[src/rtl/ot_pkg.sv]
package ot_pkg;
  localparam int unsigned NCH       = 2;
  localparam int unsigned CH_LOCAL  = 0;
  localparam int unsigned CH_REMOTE = 1;
endpackage

[src/rtl/ot_release_calc.sv]
module ot_release_calc #(
  parameter int unsigned TW = 8
) (
  input  logic [TW-1:0] limit_i,
  input  logic [TW-1:0] hyst_i,
  output logic [TW-1:0] release_o
);
  logic [TW:0] diff;

  assign diff = {limit_i[TW-1], limit_i} - {hyst_i[TW-1], hyst_i};

  // clamp when the extra sign bit disagrees with the result sign
  always_comb begin
    if (diff[TW] != diff[TW-1]) begin
      release_o = diff[TW] ? {1'b1, {(TW-1){1'b0}}} : {1'b0, {(TW-1){1'b1}}};
    end else begin
      release_o = diff[TW-1:0];
    end
  end
endmodule

[src/rtl/ot_channel.sv]
module ot_channel #(
  parameter int unsigned TW = 8
) (
  input  logic          clk_i,
  input  logic          rst_ni,
  input  logic          valid_i,
  input  logic [TW-1:0] temp_i,
  input  logic [TW-1:0] limit_i,
  input  logic [TW-1:0] release_i,
  input  logic          rd_i,
  output logic          alarm_o,
  output logic          status_o
);
  logic alarm_q, status_q;
  logic over, under;
  logic alarm_d, status_d;

  always_comb begin
    over     = valid_i && ($signed(temp_i) > $signed(limit_i));
    under    = valid_i && alarm_q && ($signed(temp_i) < $signed(release_i));
    alarm_d  = over | (alarm_q & ~under);
    // read clears only a flag whose latch was already released
    status_d = over | (status_q & ~(rd_i & ~alarm_q));
  end

  always_ff @(posedge clk_i or negedge rst_ni) begin
    if (!rst_ni) begin
      alarm_q  <= 1'b0;
      status_q <= 1'b0;
    end else begin
      alarm_q  <= alarm_d;
      status_q <= status_d;
    end
  end

  assign alarm_o  = alarm_q;
  assign status_o = status_q;
endmodule

[src/rtl/ot_alarm_top.sv]
module ot_alarm_top
  import ot_pkg::*;
#(
  parameter int unsigned TW = 8
) (
  input  logic          clk_i,
  input  logic          rst_ni,
  input  logic          temp_valid_i,
  input  logic [TW-1:0] local_temp_i,
  input  logic [TW-1:0] remote_temp_i,
  input  logic [TW-1:0] local_limit_i,
  input  logic [TW-1:0] remote_limit_i,
  input  logic [TW-1:0] hyst_i,
  input  logic          status_rd_i,
  output logic          pin_pull_o,
  output logic [NCH-1:0] status_o
);
  logic [TW-1:0]  temp_a  [NCH];
  logic [TW-1:0]  limit_a [NCH];
  logic [TW-1:0]  rel_a   [NCH];
  logic [NCH-1:0] alarm_q;

  assign temp_a[CH_LOCAL]   = local_temp_i;
  assign temp_a[CH_REMOTE]  = remote_temp_i;
  assign limit_a[CH_LOCAL]  = local_limit_i;
  assign limit_a[CH_REMOTE] = remote_limit_i;

  for (genvar c = 0; c < NCH; c++) begin : g_ch
    ot_release_calc #(.TW(TW)) u_rel (
      .limit_i   (limit_a[c]),
      .hyst_i    (hyst_i),
      .release_o (rel_a[c])
    );

    ot_channel #(.TW(TW)) u_ch (
      .clk_i     (clk_i),
      .rst_ni    (rst_ni),
      .valid_i   (temp_valid_i),
      .temp_i    (temp_a[c]),
      .limit_i   (limit_a[c]),
      .release_i (rel_a[c]),
      .rd_i      (status_rd_i),
      .alarm_o   (alarm_q[c]),
      .status_o  (status_o[c])
    );
  end

  assign pin_pull_o = |alarm_q;
endmodule

[config.mk]
export PLATFORM = sky130hd
export DESIGN_NAME = ot_alarm_top
export DESIGN_NICKNAME = d
export VERILOG_FILES = /design/src/rtl/ot_pkg.sv /design/src/rtl/ot_release_calc.sv /design/src/rtl/ot_channel.sv /design/src/rtl/ot_alarm_top.sv
export SDC_FILE = /design/constraint.sdc
export NUM_CORES = 1
export LEC_CHECK = 0
export ABC_AREA = 1
export BUFFER_PORTS_ARGS = -buffer_cell sky130_fd_sc_hd__buf_2
export CAP_MARGIN = 15
export CORE_MARGIN = 5
export CORE_UTILIZATION = 54
export CTS_CLUSTER_SIZE = 16
export DETAILED_ROUTE_END_ITERATION = 7
export PLACE_DENSITY = 0.82
export SETUP_SLACK_MARGIN = 0.5
export SLEW_MARGIN = 20
export SYNTH_ARGS = -nofsm -noshare
export SYNTH_HDL_FRONTEND = slang
export SYNTH_SLANG_ARGS = --single-unit
[constraint.sdc]
create_clock -name clk_i -period 0.99 [get_ports clk_i]
set_clock_uncertainty 0.1 [all_clocks]
set_input_delay 0.099 -clock clk_i [delete_from_list [all_inputs] [get_ports clk_i]]
set_output_delay 0.099 -clock clk_i [all_outputs]
set_load 0.05 [all_outputs]
==> metrics, run 1 <==
Detail Placement HPWL about 4.4 mm; Synth Area in XOR/XNOR ~5%; Fail Step global routing (5_1_grt); syn nets 369; simple-gate share of the synthesized area 24.1%; Post-Synthesis Cells between 200 and 300; initial core utilization 57.2%; Avg Inst Size Synth between 6 and 7 um2; Die Y 67.3 um; multiplexer area fraction after synthesis 0%; Synth cell types 23; cell taking the most area after synthesis ha_1; Clock Sinks 4; Yosys top cell area share 35.3%; Root Driver clkbuf_4; largest net degree at the start of global routing 8; Routability Congestion 0.760; sequential share of the synthesized area about 5.6%; main combinational cell family by area after synthesis adder cells; DIE WIDTH 67.3 um; status stopped before the end; CTS Buf Count 3; number of synthesized register bits 4; worst endpoint type sequential cell input; YS warnings 0; Buffers on Ports 46; synthesized area ~1800 um2; adder-cell share of the synthesized area between 30% and 40%; I/O Pins 47; number of H-tree levels 1; grt repair worst endpoint g_ch[1].u_ch.alarm_o$_DFF_PN0_/D; Clock Path Buffers 2; area post-placement around 2600 um2; Area contributors post-synth ha_1 35%, nand2_1 14%, inv_1 12%; Err [ERROR DPL-0038] Utilization greater than 100%, impossible to legalize; post-synthesis compound-gate area fraction ~15%; row cnt 20
[cell families after synthesis]
group / Yosys count
AOI/OAI and AO/OA: 48
xor gates and xnor gates: 10
adders and majority gates: 52
buffers and inverters: 58
DFF: 4
and+or+nand+nor: 101
[cells in the mapped netlist, drive strengths merged]
master  number
or2          3
inv         56
a211oi       4
and2         2
nand3       16
dfrtp        4
o211ai       2
a21oi       20
xnor2        4
fa           2
buf          2
a31oi        2
ha          50
o21bai       4
nor3         2
o21ai       16
nor2        12
nand2       66
xor2         6
[per-stage QoR]
step / hold slack [ns] / util (%) / instances / worst slack (ns) / TNS [ns]
floorplan: -0.297 / - / 273 / -1.93 / -4.49
global placement: -0.194 / 83.7 / 419 / -2.23 / -5.92
detailed placement: -0.193 / 83.7 / 419 / -2.38 / -6.21
CTS: 0.0841 / 96.4 / 441 / -1.97 / -5.05
[repair_timing]
| item | in CTS |
|---|---|
| hold buffers | 1 |
| gates resized for setup | 58 |
| buffers inserted | 18 |
| pin swaps | 39 |
| cloned | 0 |
| hold endpoints to repair | 4 |
| endpoints found under the setup margin | 7 |
==> run 2, diff against run 1 <==
Settings changed: CORE_UTILIZATION 54 to 40, CTS_CLUSTER_SIZE 16 to unset, PLACE_DENSITY 0.82 to unset, PLACE_DENSITY_LB_ADDON set to 0.15, SETUP_SLACK_MARGIN 0.5 to unset.
==> run 2 against run 1 <==
  * The flow now finishes, with violations (setup timing)
  * Synthesized area unchanged
  * Synthesized cell count unchanged
==> metrics, run 2 <==
status finished with violations; failing checks setup timing; drt first pass iters 4; Worst Max-Slew Pin Slew roughly 0.28 ns; main combinational cell family by area after synthesis adder cells; area post-placement 2700 um2 (+3.9%); Seq pwr share 6.6%; row cnt 24 (+20%); crit end category flip-flop; Final Cell Area 3190 um2; adder-cell share of the synthesized area 37.5% (unchanged); multiplexer area fraction after synthesis 0% (unchanged); Final Hold Viols 0; fin. max-slew vios 0; via/cell ratio 4.83; Iteration-0 DRC Markers 45; commonest cells after routing, fill and taps aside 78 x buf_4, 58 x nand2_1, 46 x inv_1; Critical R2R Capture g_ch[1].u_ch.status_o; cell taking the most area after synthesis ha_1; Int Power about 2.2 mW; main flop type after synthesis dfrtp_1; switching pwr 1.73 mW; Core Area approximately 4300 um2; Die Area just under 6000 um2; simple-gate share of the synthesized area 24.1% (unchanged); combinational fraction of design power between 80% and 90%; Detail Placement HPWL 4.15 mm (-5.5%); CP Class input pin to flip-flop; largest net degree at the start of global routing 8; share of cells above drive strength 1 about half; Clock Sinks 4 (unchanged); Die Y 76.6 um (+14%); number of H-tree levels 1 (unchanged); Residual DRC 0; number of synthesized register bits 4 (unchanged); min Tclk post-route between 2 and 3 ns; top-count cell post-synth nand2_1; YS warnings 0 (unchanged); Ant. Diodes 0; Post-Synthesis Cells 273 (unchanged); multi-input combinational cell area between 1500 and 2000 um2; Buffers on Ports 46 (unchanged); fin nets ~500; Clock Path Buffers 2 (unchanged); CP Data Required Time just under 1 ns; initial core utilization 41.0% (-16 points); drt wl/cell between 10 and 15 um; Avg Inst Size Synth 6.50 um2 (unchanged); Tightest Hold Check Type input pin to flip-flop; setup slack, reg-to-reg -0.05 ns; CTS Buf Count 3 (unchanged); Root Driver clkbuf_8; first-pass GRT wire length just under 9 mm; startpoint types input pin; most common cell after layout, fill and taps aside buf_4; Area contributors post-synth ha_1 35%, nand2_1 14%, inv_1 12%; most frequent cells after synthesis 65 x nand2_1, 56 x inv_1, 50 x ha_1; post-synthesis compound-gate area fraction 15.1% (unchanged); initial antenna violation count 0; Reg2Reg Depth 4; Critical Path Sink g_ch[0].u_ch.alarm_o; relative slew slack approximately 81%; I/O Pins 47 (unchanged); hold_sp status_rd_i; Post-synth EDFFs 0 (unchanged); vias about 2,200; Synth cell types 23 (unchanged); GRT Total Usage 17.7%; Synth Area in XOR/XNOR 4.94% (unchanged); final worst setup slack -1.96 ns; final-layout fill cell count around 350; Routability Congestion 0.775 (+1.9%); Inst Count DP 439 (+4.8%); routed wire length around 5.3 mm; Post-Layout Cell Count around 460; Critical path origin hyst_i[2]; Max Clk Rate between 300 and 400 MHz; Min Hold Slack roughly 0.11 ns; Clock power frac 8.8%; syn nets 369 (unchanged); Yosys top cell area share 35.3% (unchanged); Worst Path Arrival just under 3 ns; register area roughly 100 um2; sw frac 44.3%; number of max-cap violations 0; Layout area overhead 80.0%; sequential share of the synthesized area 5.64% (unchanged); DIE WIDTH 76.6 um (+14%); synthesized area 1770 um2 (unchanged); global route overflow 0; Reg2Reg Launch Point g_ch[1].u_ch.alarm_o; CTS tree built; post-synthesis async set-or-reset flop share 100% (unchanged); final setup violation count 5; power per cell area 1220 nW/um2; P_leak between 1.5 and 2 nW; Detail Route Antenna Nets 0; Worst-path clk slew ~0.040 ns; vias in the first global route 2,189; Worst VDD drop 1.05 mV; Finished Core Util ~74%; unrepaired setup endpoints after global routing yes; crit share post-route 298%; clk_lat worst skew approximately 0.22 ns; CP max FO 3
run 2: cell counts after synthesis:
Identical to the previous run, type by type.
run 2: how the worst min path moves through the flow:
stage	to	slack [ns]	cells after the start
2_1_floorplan	g_ch[0].u_ch.alarm_o	-0.30	0
3_3_place_gp	g_ch[0].u_ch.status_o	-0.19	1
3_5_place_dp	g_ch[0].u_ch.status_o	-0.19	1
4_1_cts	g_ch[1].u_ch.status_o	0.1	4
5_1_grt	g_ch[0].u_ch.alarm_o	0.14	2
6_report	g_ch[1].u_ch.status_o	0.11	4
run 2: critical path, stage by stage:
cell and delay (ns):
buf_8 0.10, inv_8 0.05, ha_4 0.20, a21oi_2 0.13, nand2_2 0.09, buf_4 0.13, buf_4 0.12, buf_4 0.12
buf_4 0.12, buf_4 0.12, buf_4 0.12, buf_4 0.12, buf_4 0.11, buf_4 0.13, xnor2_2 0.13, nand2_1 0.06
nand2_1 0.06, ha_1 0.29, a21oi_1 0.15, nand2_1 0.10, nand2_2 0.08, nand2_1 0.05, nand2_1 0.08, nand3_2 0.06
nand2_1 0.07, nand2_1 0.05
run 2: final cells by class:
cell class / count / area share [%]
clock buffers: 3 / 1.29
multi-input cells: 211 / 55.8
flip-flops and latches: 4 / 3.13
repair buffers: 129 / 30.1
well taps: 52 / 2.04
inverters: 56 / 7.68
run 2: metrics by stage:
step | power (mW) | setup WS (ns) | setup TNS (ns)
global placement | 2.75 | -2.30 | -5.89
floorplan | 1.84 | -1.93 | -4.49
CTS | 3.70 | -1.93 | -4.91
detailed placement | 2.80 | -2.31 | -6.08
global route | 4.31 | -2.16 | -5.57
finish | 3.90 | -1.96 | -4.83
run 2: power by group through the flow:
stage,Combinational (mW),Sequential [mW],Clock [mW]
after floorplan,1.60,0.246,0
after global placement,2.50,0.244,0
after detailed placement,2.56,0.249,0
after CTS,3.12,0.250,0.337
after global routing,3.67,0.267,0.370
final,3.30,0.259,0.343
run 2: cells by family (layout without fill, tap and decap cells):
group | Yosys count | in the layout
adder cells (fa/ha/maj) | 52 | 52
buffers and inverters | 58 | 188
XOR/XNOR | 10 | 10
flip-flops | 4 | 4
AND/OR/NAND/NOR | 101 | 101
AO/OA/AOI/OAI | 48 | 48
run 2: metal layers:
metal,global-route usage [%],share of wire [%]
met1,19.4,41
met2,35.4,54
met3,2.36,3.1
met4,3.32,2.1
met5,0,0
run 2: what timing repair did:
action                     4_1_cts  5_1_grt
resized for setup               80       21
pin swaps                       43       26
hold endpoints to repair         4        0
hold buffers                     1        0
setup endpoints to repair        7        7
buffers inserted                11        1
(Power assumes the default switching activity.)
